**config.mk**
```make
export PLATFORM = sky130hd
export DESIGN_NAME = cyc1_core
export DESIGN_NICKNAME = d
export VERILOG_FILES = /design/src/rtl/core_pkg.sv /design/src/rtl/core_ctrl.sv /design/src/rtl/core_regs.sv /design/src/rtl/core_alu.sv /design/src/rtl/core_dpath.sv /design/src/rtl/cyc1_core.sv
export SDC_FILE = /design/constraint.sdc
export NUM_CORES = 2
export LEC_CHECK = 0
export CAP_MARGIN = 20
export CORE_MARGIN = 4
export CORE_UTILIZATION = 50
export DETAILED_ROUTE_END_ITERATION = 7
export DONT_BUFFER_PORTS = 1
export SYNTH_ARGS = -nofsm -noshare
export SYNTH_HDL_FRONTEND = slang
export SYNTH_SLANG_ARGS = --single-unit
```
**constraint.sdc**
```tcl
create_clock -name clk -period 13.2 [get_ports clk]
set_input_delay 2.64 -clock clk [delete_from_list [all_inputs] [get_ports clk]]
set_output_delay 2.64 -clock clk [all_outputs]
set_load 0.03 [all_outputs]
```
**src/rtl/core_pkg.sv**
```systemverilog
package core_pkg;

  localparam int INSTR_W = 32;

  localparam logic [5:0] OPC_REG   = 6'b000000;
  localparam logic [5:0] OPC_LOAD  = 6'b100011;
  localparam logic [5:0] OPC_STORE = 6'b101011;
  localparam logic [5:0] OPC_BEQ   = 6'b000100;
  localparam logic [5:0] OPC_JMP   = 6'b000010;

  localparam logic [5:0] FN_ADD = 6'b100000;
  localparam logic [5:0] FN_SUB = 6'b100010;
  localparam logic [5:0] FN_AND = 6'b100100;
  localparam logic [5:0] FN_OR  = 6'b100101;
  localparam logic [5:0] FN_SLT = 6'b101010;

  typedef enum logic [1:0] {
    CLS_ADD   = 2'b00,
    CLS_SUB   = 2'b01,
    CLS_FUNCT = 2'b10
  } aluClassE;

  typedef enum logic [3:0] {
    ALU_AND = 4'b0000,
    ALU_OR  = 4'b0001,
    ALU_ADD = 4'b0010,
    ALU_SUB = 4'b0110,
    ALU_SLT = 4'b0111
  } aluOpE;

  typedef struct packed {
    logic  regDst;
    logic  jump;
    logic  branch;
    logic  memRead;
    logic  memToReg;
    logic  memWrite;
    logic  aluSrc;
    logic  regWrite;
    aluOpE aluOp;
  } ctrlS;

endpackage

```
**src/rtl/core_ctrl.sv**
```systemverilog
module core_ctrl
  import core_pkg::*;
(
  input  logic [5:0] opcode,
  input  logic [5:0] funct,
  output ctrlS       ctl
);

  aluClassE aluClass;
  ctrlS     mainCtl;

  // level one: opcode -> strobes and ALU class
  always_comb begin
    mainCtl  = '0;
    aluClass = CLS_ADD;
    unique case (opcode)
      OPC_REG: begin
        mainCtl.regDst   = 1'b1;
        mainCtl.regWrite = 1'b1;
        aluClass         = CLS_FUNCT;
      end
      OPC_LOAD: begin
        mainCtl.memRead  = 1'b1;
        mainCtl.memToReg = 1'b1;
        mainCtl.aluSrc   = 1'b1;
        mainCtl.regWrite = 1'b1;
      end
      OPC_STORE: begin
        mainCtl.memWrite = 1'b1;
        mainCtl.aluSrc   = 1'b1;
      end
      OPC_BEQ: begin
        mainCtl.branch = 1'b1;
        aluClass       = CLS_SUB;
      end
      OPC_JMP: mainCtl.jump = 1'b1;
      default: ;
    endcase
  end

  // level two: ALU class refined by funct
  always_comb begin
    ctl = mainCtl;
    unique case (aluClass)
      CLS_ADD: ctl.aluOp = ALU_ADD;
      CLS_SUB: ctl.aluOp = ALU_SUB;
      CLS_FUNCT: begin
        unique case (funct)
          FN_ADD:  ctl.aluOp = ALU_ADD;
          FN_SUB:  ctl.aluOp = ALU_SUB;
          FN_AND:  ctl.aluOp = ALU_AND;
          FN_OR:   ctl.aluOp = ALU_OR;
          FN_SLT:  ctl.aluOp = ALU_SLT;
          default: ctl.aluOp = ALU_AND;
        endcase
      end
      default: ctl.aluOp = ALU_ADD;
    endcase
  end

endmodule

```
**src/rtl/core_regs.sv**
```systemverilog
module core_regs #(
  parameter int REG_CNT = 32,
  parameter int DW      = 32,
  localparam int AW     = $clog2(REG_CNT)
) (
  input  logic          clk,
  input  logic          rst_n,
  input  logic [AW-1:0] rAddrA,
  input  logic [AW-1:0] rAddrB,
  output logic [DW-1:0] rDataA,
  output logic [DW-1:0] rDataB,
  input  logic          we,
  input  logic [AW-1:0] wAddr,
  input  logic [DW-1:0] wData
);

  logic [DW-1:0] regFile [REG_CNT];

  always_ff @(posedge clk or negedge rst_n) begin
    if (!rst_n) begin
      for (int i = 0; i < REG_CNT; i++) regFile[i] <= '0;
    end else if (we && (wAddr != '0)) begin
      regFile[wAddr] <= wData;
    end
  end

  assign rDataA = regFile[rAddrA];
  assign rDataB = regFile[rAddrB];

  AST_ZERO_REG_HELD: assert property (@(posedge clk) disable iff (!rst_n)
    regFile[0] == '0);

  AST_WRITE_LANDS: assert property (@(posedge clk) disable iff (!rst_n)
    (we && wAddr != '0) |=> regFile[$past(wAddr)] == $past(wData));

endmodule

```
**src/rtl/core_alu.sv**
```systemverilog
module core_alu
  import core_pkg::*;
#(
  parameter int DW = 32
) (
  input  aluOpE         op,
  input  logic [DW-1:0] a,
  input  logic [DW-1:0] b,
  output logic [DW-1:0] y,
  output logic          zero
);

  always_comb begin
    unique case (op)
      ALU_AND: y = a & b;
      ALU_OR:  y = a | b;
      ALU_ADD: y = a + b;
      ALU_SUB: y = a - b;
      ALU_SLT: y = {{(DW-1){1'b0}}, ($signed(a) < $signed(b))};
      default: y = '0;
    endcase
  end

  assign zero = (y == '0);

endmodule

```
**src/rtl/core_dpath.sv**
```systemverilog
module core_dpath
  import core_pkg::*;
#(
  parameter int DW      = 32,
  parameter int REG_CNT = 32,
  localparam int AW     = $clog2(REG_CNT),
  localparam int IMM_W  = 16
) (
  input  logic               clk,
  input  logic               rst_n,
  input  ctrlS               ctl,
  input  logic [INSTR_W-1:0] instr,
  output logic [DW-1:0]      pcOut,
  output logic [DW-1:0]      dmemAddr,
  output logic [DW-1:0]      dmemWdata,
  input  logic [DW-1:0]      dmemRdata
);

  logic [DW-1:0] pc, pcNext, pcSeq, pcBr, pcJmp;
  logic [DW-1:0] immExt, rdA, rdB, aluB, aluY, wbData;
  logic [AW-1:0] rsIdx, rtIdx, rdIdx, wIdx;
  logic          aluZero, takeBr;

  assign rsIdx  = instr[25:21];
  assign rtIdx  = instr[20:16];
  assign rdIdx  = instr[15:11];
  assign immExt = {{(DW-IMM_W){instr[IMM_W-1]}}, instr[IMM_W-1:0]};

  assign wIdx   = ctl.regDst   ? rdIdx     : rtIdx;
  assign aluB   = ctl.aluSrc   ? immExt    : rdB;
  assign wbData = ctl.memToReg ? dmemRdata : aluY;

  core_regs #(.REG_CNT(REG_CNT), .DW(DW)) u_regs (
    .clk    (clk),
    .rst_n  (rst_n),
    .rAddrA (rsIdx),
    .rAddrB (rtIdx),
    .rDataA (rdA),
    .rDataB (rdB),
    .we     (ctl.regWrite),
    .wAddr  (wIdx),
    .wData  (wbData)
  );

  core_alu #(.DW(DW)) u_alu (
    .op   (ctl.aluOp),
    .a    (rdA),
    .b    (aluB),
    .y    (aluY),
    .zero (aluZero)
  );

  assign pcSeq  = pc + DW'(4);
  assign pcBr   = pcSeq + (immExt << 2);
  assign pcJmp  = {pcSeq[DW-1:28], instr[25:0], 2'b00};
  assign takeBr = ctl.branch && aluZero;

  always_comb begin
    if (ctl.jump)    pcNext = pcJmp;
    else if (takeBr) pcNext = pcBr;
    else             pcNext = pcSeq;
  end

  always_ff @(posedge clk or negedge rst_n) begin
    if (!rst_n) pc <= '0;
    else        pc <= pcNext;
  end

  assign pcOut     = pc;
  assign dmemAddr  = aluY;
  assign dmemWdata = rdB;

  AST_PC_ALIGNED: assert property (@(posedge clk) disable iff (!rst_n)
    pc[1:0] == 2'b00);

  AST_SEQ_PC: assert property (@(posedge clk) disable iff (!rst_n)
    (!ctl.jump && !(ctl.branch && aluZero)) |=> pc == $past(pc) + DW'(4));

  AST_BR_TAKEN: assert property (@(posedge clk) disable iff (!rst_n)
    (ctl.branch && aluZero) |=> pc == $past(pc) + DW'(4) + ($past(immExt) << 2));

  AST_JUMP_TGT: assert property (@(posedge clk) disable iff (!rst_n)
    ctl.jump |=> pc[27:2] == $past(instr[25:0]));

  AST_STORE_NO_REGWR: assert property (@(posedge clk) disable iff (!rst_n)
    ctl.memWrite |-> !ctl.regWrite);

endmodule

```
**src/rtl/cyc1_core.sv**
```systemverilog
module cyc1_core
  import core_pkg::*;
#(
  parameter int DW      = 32,
  parameter int REG_CNT = 32
) (
  input  logic          clk,
  input  logic          rst_n,
  output logic [DW-1:0] imemAddr,
  input  logic [31:0]   imemData,
  output logic [DW-1:0] dmemAddr,
  output logic [DW-1:0] dmemWdata,
  output logic          dmemWe,
  output logic          dmemRe,
  input  logic [DW-1:0] dmemRdata
);

  ctrlS ctl;

  core_ctrl u_ctrl (
    .opcode (imemData[31:26]),
    .funct  (imemData[5:0]),
    .ctl    (ctl)
  );

  core_dpath #(.DW(DW), .REG_CNT(REG_CNT)) u_dpath (
    .clk       (clk),
    .rst_n     (rst_n),
    .ctl       (ctl),
    .instr     (imemData),
    .pcOut     (imemAddr),
    .dmemAddr  (dmemAddr),
    .dmemWdata (dmemWdata),
    .dmemRdata (dmemRdata)
  );

  assign dmemWe = ctl.memWrite;
  assign dmemRe = ctl.memRead;

endmodule

```
After elaboration in Yosys (flattened, before gate mapping). Index checks and enable logic that the tools add are counted.

Add/sub/neg operators: 4. Multipliers: 0. Div/mod/pow operators: 0. $lt $le $gt $ge: 5. Equality and inequality tests: 14. Shift-type cells: 0. Multiplexer cells: 25. Bitwise gates (word level): 5. Reduce and logical (&&, ||, !) cells: 9.

Operators by type and width (count): 1024-bit bitwise mux (1); 32-bit binary-select mux with 5-bit select (2); 32-bit two-way mux (9); 32-bit demux with 5-bit select (1); 32-bit case mux with 5 select lines (1); 32-bit adder (2); 6-bit == test (second input constant) (6); 32-bit by 3-bit adder with 32-bit output (second input constant) (1); 32-bit AND (1); 32-bit zero test (1); 32-bit less-than comparator (1); 32-bit bitwise OR (1); 32-bit subtractor (1); 6-bit >= comparator (second input constant) (3); 5-bit inverter with 6-bit output (3); 3-bit case mux with 4 select lines (1); 4-bit by 3-bit == test with 1-bit output (second input constant) (2); 4-bit case mux with 2 select lines (1); 6-bit by 2-bit == test with 1-bit output (second input constant) (1); 6-bit by 3-bit == test with 1-bit output (second input constant) (1); 6-bit zero test (1); 6-bit by 1-bit less-than comparator with 1-bit output (second input constant) (1); 1-bit two-way mux (6); 5-bit two-way mux (1); other kinds (10) (13).

Register bits: 1056. Latch bits: 0. RAM bits: 0. Memory bits (read-only): 0. Input bits: 66. Memories kept: 0.

Logic depth before layout (Yosys ltp).
Depth in word-level cells: 11. Depth in mapped cells: 25. Gate-level depth less buffers: 21.

Cells and area by module. A second synthesis with hierarchy kept.

Cell total of the unflattened synthesis: 6009. Area total of the unflattened synthesis: 65989.5 µm².

By module, submodules not included: core_regs (times used 1, cells each 4601, area each 55942.4 µm², seq. area each 25624.6 µm²); core_alu (times used 1, cells each 852, area each 5522.8 µm², seq. area each 0.0 µm²); core_dpath (times used 1, cells each 530, area each 4335.4 µm², seq. area each 750.7 µm²); core_ctrl (times used 1, cells each 26, area each 188.9 µm², seq. area each 0.0 µm²).

Worst setup path after synthesis. No wires, ideal clock.

Path type: input-to-output. Start: in imemData[16]. End: out dmemAddr[30]. Arrival: 8.446 ns. Required time: 10.560 ns. Setup slack: 2.114 ns. Stages: 17. Buffers on the path: 3. Cells stage by stage: clkbuf_1 > clkbuf_1 > buf_1 > mux4_2 > mux4_2 > mux2_2 > o21ai_0 > ha_1 > or4_1 > or3_1 > a311o_1 > a31oi_1 > o211ai_1 > a31oi_1 > a2111oi_0 > nand2b_1 > a211oi_1.

Cells in the longest elaborated chain, start to end: 7. Elaborated cells on any way between the ends: 10. Those cells by class: add/sub (2); mux (5); bitwise (3).

RTL lines: from (decl) (RTL line cyc1_core.sv:10) `input logic [31:0] imemData,`; 5-bit inverter with 6-bit output (implied by the code) * (RTL line core_regs.sv:28) `assign rDataB = regFile[rAddrB];`; 32-bit binary-select mux with 5-bit select * (RTL line core_regs.sv:28); 32-bit two-way mux (implied by the code) * (2 in a row) (RTL line core_regs.sv:28); net dmemWdata[18] (RTL line cyc1_core.sv:12) `output logic [DW-1:0] dmemWdata,`; 32-bit two-way mux * (RTL line core_dpath.sv:30) `assign aluB = ctl.aluSrc ? immExt : rdB;`; 32-bit subtractor / 32-bit adder (equally long branches) (RTL line core_alu.sv:18, core_alu.sv:17); 32-bit case mux with 5 select lines * (RTL line core_alu.sv:14) `unique case (op)`; to (decl) (RTL line cyc1_core.sv:11) `output logic [DW-1:0] dmemAddr,`.

Mark *: on every way through the listed nets, which the timed path passes. The rest lies on a longest branch. The select of a mux whose other input is x is not followed.

Worst setup path after layout. Same ends and word-level chain as after synthesis.

==> summary.md <==
The layout has 10300 filler cells. The endpoint with the worst hold slack is u_dpath.u_regs.regFile[1001]. The slack of the worst reg-to-reg path is 5820 ps. The cell count after synthesis came out at 5614. Counting every sink on the clock net gives 1054. For the worst-skew pair, the clock arrives at the later sink with an insertion delay of 740 ps. The total track usage is 0.3115, and the minimum clock period after layout is 11030 ps. On the critical path, the stage with the largest delay is an instance of sky130_fd_sc_hd__mux4_2. The number of synthesized flops with an enable pin was 0. The critical path goes through mux4_2 -> mux4_2 -> mux2_2 -> o21ai_0 -> ha_1 -> or4_1 -> or3_1 -> a311o_1 -> a31oi_1 -> o211ai_1 -> a31oi_1 -> a2111oi_0 -> nand2b_1 -> a211oi_2. Counting instances, the worst hold path has a depth of 0. Routability-driven placement finished with a final weighted congestion of 0.9502. The tools report the final wirelength as 196300 microns. Together, buffers and inverters on the worst path number 0. TritonCTS built the clock tree. The tools report the number of levels in the clock H-tree as 3. After routing the design area is 0.06602 sq mm. The clock-pin transition on the worst setup and hold timing paths was 50 ps. The analysis attributes to cell leakage a power of 28.20 nW. Largest delay contributor family on the critical path: compound AO/OA/AOI/OAI gates. Setup total negative slack on the finished layout was measured at 0 ps. By area the synthesized netlist is led by sky130_fd_sc_hd__dfrtp_1 43%, sky130_fd_sc_hd__mux4_2 24%, sky130_fd_sc_hd__o21ai_0 8.8%. The total setup violations reported at the end of the flow came out at 0.

The top-area cell type share of the netlist area works out to 0.4318. The area inside the core boundary came out at 0.1206 sq mm. For the max-slew violation count, the log shows 0. The worst register-to-register path ends at u_dpath.pcOut[26]. The share of the core filled with cells came out at 0.5474.

Cell type with the highest aggregate area in the netlist: sky130_fd_sc_hd__dfrtp_1. The top cell types in the final layout, fill and taps aside, are 1079 x sky130_fd_sc_hd__nand2_1, 1063 x sky130_fd_sc_hd__o21ai_0, 1054 x sky130_fd_sc_hd__dfrtp_1. The chip width works out to 357.5 microns.

Summed over all layers, the global routing overflow is 0. The tools report the number of global-route vias before repair as 44270. The tree is rooted in a sky130_fd_sc_hd__clkbuf_16. The area growth from synthesis to layout is 8.070%. Final hold violation count: 0. For this run, the top clock speed supported by timing is 90.65 MHz. The tools report the number of detailed-route iterations in the first pass as 5.

The delay contributed by the slowest stage of the critical path works out to 710 ps. The synthesized netlist occupies a cell area of 0.06109 sq mm. The run finished with clean final reports.

In the synthesized netlist the dominant register cell turns out to be sky130_fd_sc_hd__dfrtp_1. For the worst slew slack as a fraction of its limit, the log shows 0.1252. In this run, synthesis produced a sequential element count of 1054. After the first detailed-routing iteration, the DRC count stood at 4343. Data on the critical path arrives at its endpoint at 8390 ps. The most common library cell in the layout ignoring fill and taps is sky130_fd_sc_hd__nand2_1. The run gives 0.4318 as the post-synthesis sequential area ratio. At the worst endpoint, the required time is 10560 ps. The share of synthesized registers carrying an async set or reset came out at 1.000. The number of cells on the worst reg-to-reg path works out to 19. The post-synthesis area per instance is 10.88 sq um, and the number of buffers added on ports is 0. Max-cap violations in this run came to 0. Worst setup path startpoint: imemData[16]. Measured along the y axis, the die boundary spans 357.5 microns.

The clock passes through at most 3 buffers. Detailed placement ended at an HPWL of 110100 microns. The maximum net fanout on the critical path works out to 261. The tools report the type of element launching the critical path as an input port. The via count was 44890. Critical register-to-register path startpoint: u_dpath.u_regs.regFile[649]. After clock tree synthesis, the repair step resized 0 gates. The final clock skew was 30.42 ps; the total number of yosys warnings was 0. In the final routed layout, each cell accounts on average for 28.15 microns. The run gives 127 as the number of rows created at floorplan. For the pin count of the biggest net entering global routing, the log shows 1055. In this run the most critical hold path is launched from u_dpath.u_regs.regFile[1001].

Setup repair after global routing left no endpoint under its margin. The worst setup path is of the in2out kind. VDD sags by at most 120.8 uV. In this run the remaining antenna-violating nets after routing total 0. The number of antenna violations at the first check in global routing is 5, and the distinct cell type count after synthesis is 97.

STA classifies the critical path endpoint as an output pin. In the final design database the tool counted 5456 nets. The quantity of hold-fixing buffers added after cts came out at 0. At the pin with the least slew margin, the transition time is 1312 ps.

The run gives 0 as the number of remaining DRC errors. The type of the worst min-delay path was reg2reg. During I/O placement, the number of pins put on the boundary was 164. Counting the buffers created by CTS gives 112. The logs give 294600 microns for the first-pass GRT wire length and 0.5065 for the initial cell density of the core.

The floorplan step defined a die boundary enclosing 0.1278 sq mm. Using the TritonRoute via totals, the vias-per-cell ratio works out to 6.438. Once placement finished, the instance area stood at 0.06197 sq mm. The areal power density over the cells was 113.2 mW/mm^2. The share of layout cells above drive strength 1 works out to 0.2021.

After clock tree synthesis, the setup repair step added 0 buffers. The final clock period utilization by the worst path was 0.8357.
==> cell families after synthesis <==
| group | synth area share |
|---|---|
| flip-flops | 0.4318 |
| AO/OA/AOI/OAI | 0.1314 |
| multiplexers | 0.2560 |
| XOR/XNOR | 0.008173 |
| adder cells (fa/ha/maj) | 0.02720 |
| AND/OR/NAND/NOR | 0.1039 |
| buffers and inverters | 0.04148 |
| other | 0.00006139 |
==> how the worst max path moves through the flow <==
stage               cells after the start  slack [ps]            to
floorplan                              17        2110  dmemAddr[30]
global placement                       12        2700  dmemAddr[25]
detailed placement                     14        2610  dmemAddr[30]
CTS                                    14        2580  dmemAddr[30]
global route                           14        2190  dmemAddr[30]
finish                                 14        2170  dmemAddr[30]
==> cells in the mapped netlist, types with 16 or more instances <==
cell / number
sky130_fd_sc_hd__nand2_1: 1110
sky130_fd_sc_hd__o21ai_0: 1068
sky130_fd_sc_hd__dfrtp_1: 1054
sky130_fd_sc_hd__mux4_2: 640
sky130_fd_sc_hd__clkbuf_1: 458
sky130_fd_sc_hd__nor2_1: 158
sky130_fd_sc_hd__ha_1: 128
sky130_fd_sc_hd__inv_1: 121
sky130_fd_sc_hd__a21oi_1: 112
sky130_fd_sc_hd__buf_1: 63
sky130_fd_sc_hd__mux2i_1: 58
sky130_fd_sc_hd__mux2_2: 57
sky130_fd_sc_hd__nand3_1: 40
sky130_fd_sc_hd__nor3_1: 39
sky130_fd_sc_hd__a21o_1: 33
sky130_fd_sc_hd__xnor2_1: 33
sky130_fd_sc_hd__xor2_1: 24
sky130_fd_sc_hd__a31oi_1: 21
sky130_fd_sc_hd__or2_2: 21
sky130_fd_sc_hd__nor2b_1: 19
sky130_fd_sc_hd__and2_1: 18
sky130_fd_sc_hd__and3_1: 18
sky130_fd_sc_hd__o211ai_1: 17
sky130_fd_sc_hd__o31ai_1: 16
==> state kept, by name (all words and copies together), names as in the netlist <==
register and count:
u_dpath.u_regs.regFile 1024, u_dpath.pcOut 30
==> layer usage <==
metal	part of all wire	track usage	up-vias
met5	0.000066	0	-
met1	0.41	0.4304	22860
met2	0.46	0.4912	1869
met3	0.090	0.06566	407
li1	-	-	19750
met4	0.041	0.1171	2
==> power by group <==
group,switching (W),internal (W)
sequential,0.000140,0.00328
clock,0.00139,0.00193
combinational,0.000401,0.000339
==> per-stage QoR <==
| step | power, W | setup slack (ps) | instances | hold WS, ps |
|---|---|---|---|---|
| 3_5_place_dp | 0.004141 | 2607 | 6751 | 382.3 |
| 4_1_cts | 0.007440 | 2584 | 6964 | 396.4 |
| 6_report | 0.007472 | 2168 | 6973 | 391.4 |
| 5_1_grt | 0.007735 | 2192 | 6970 | 408.4 |
| 3_3_place_gp | 0.004134 | 2698 | 6750 | 376.3 |
| 2_1_floorplan | 0.004090 | 2114 | 5615 | 441.3 |
==> cell type report <==
cell class | instances | area [sq um] | share of cell area
antenna | 3 | 7.507 | 0.0001137
clock buffer | 163 | 3316 | 0.05023
clock inverter | 50 | 576.8 | 0.008737
inverter | 121 | 454.2 | 0.006880
multi-input combinational | 3899 | 32630 | 0.4943
sequential | 1054 | 26380 | 0.3995
tap | 1612 | 2017 | 0.03055
timing repair buffer | 71 | 640.6 | 0.009704
Note: power is estimated with default switching activity, not from simulation.
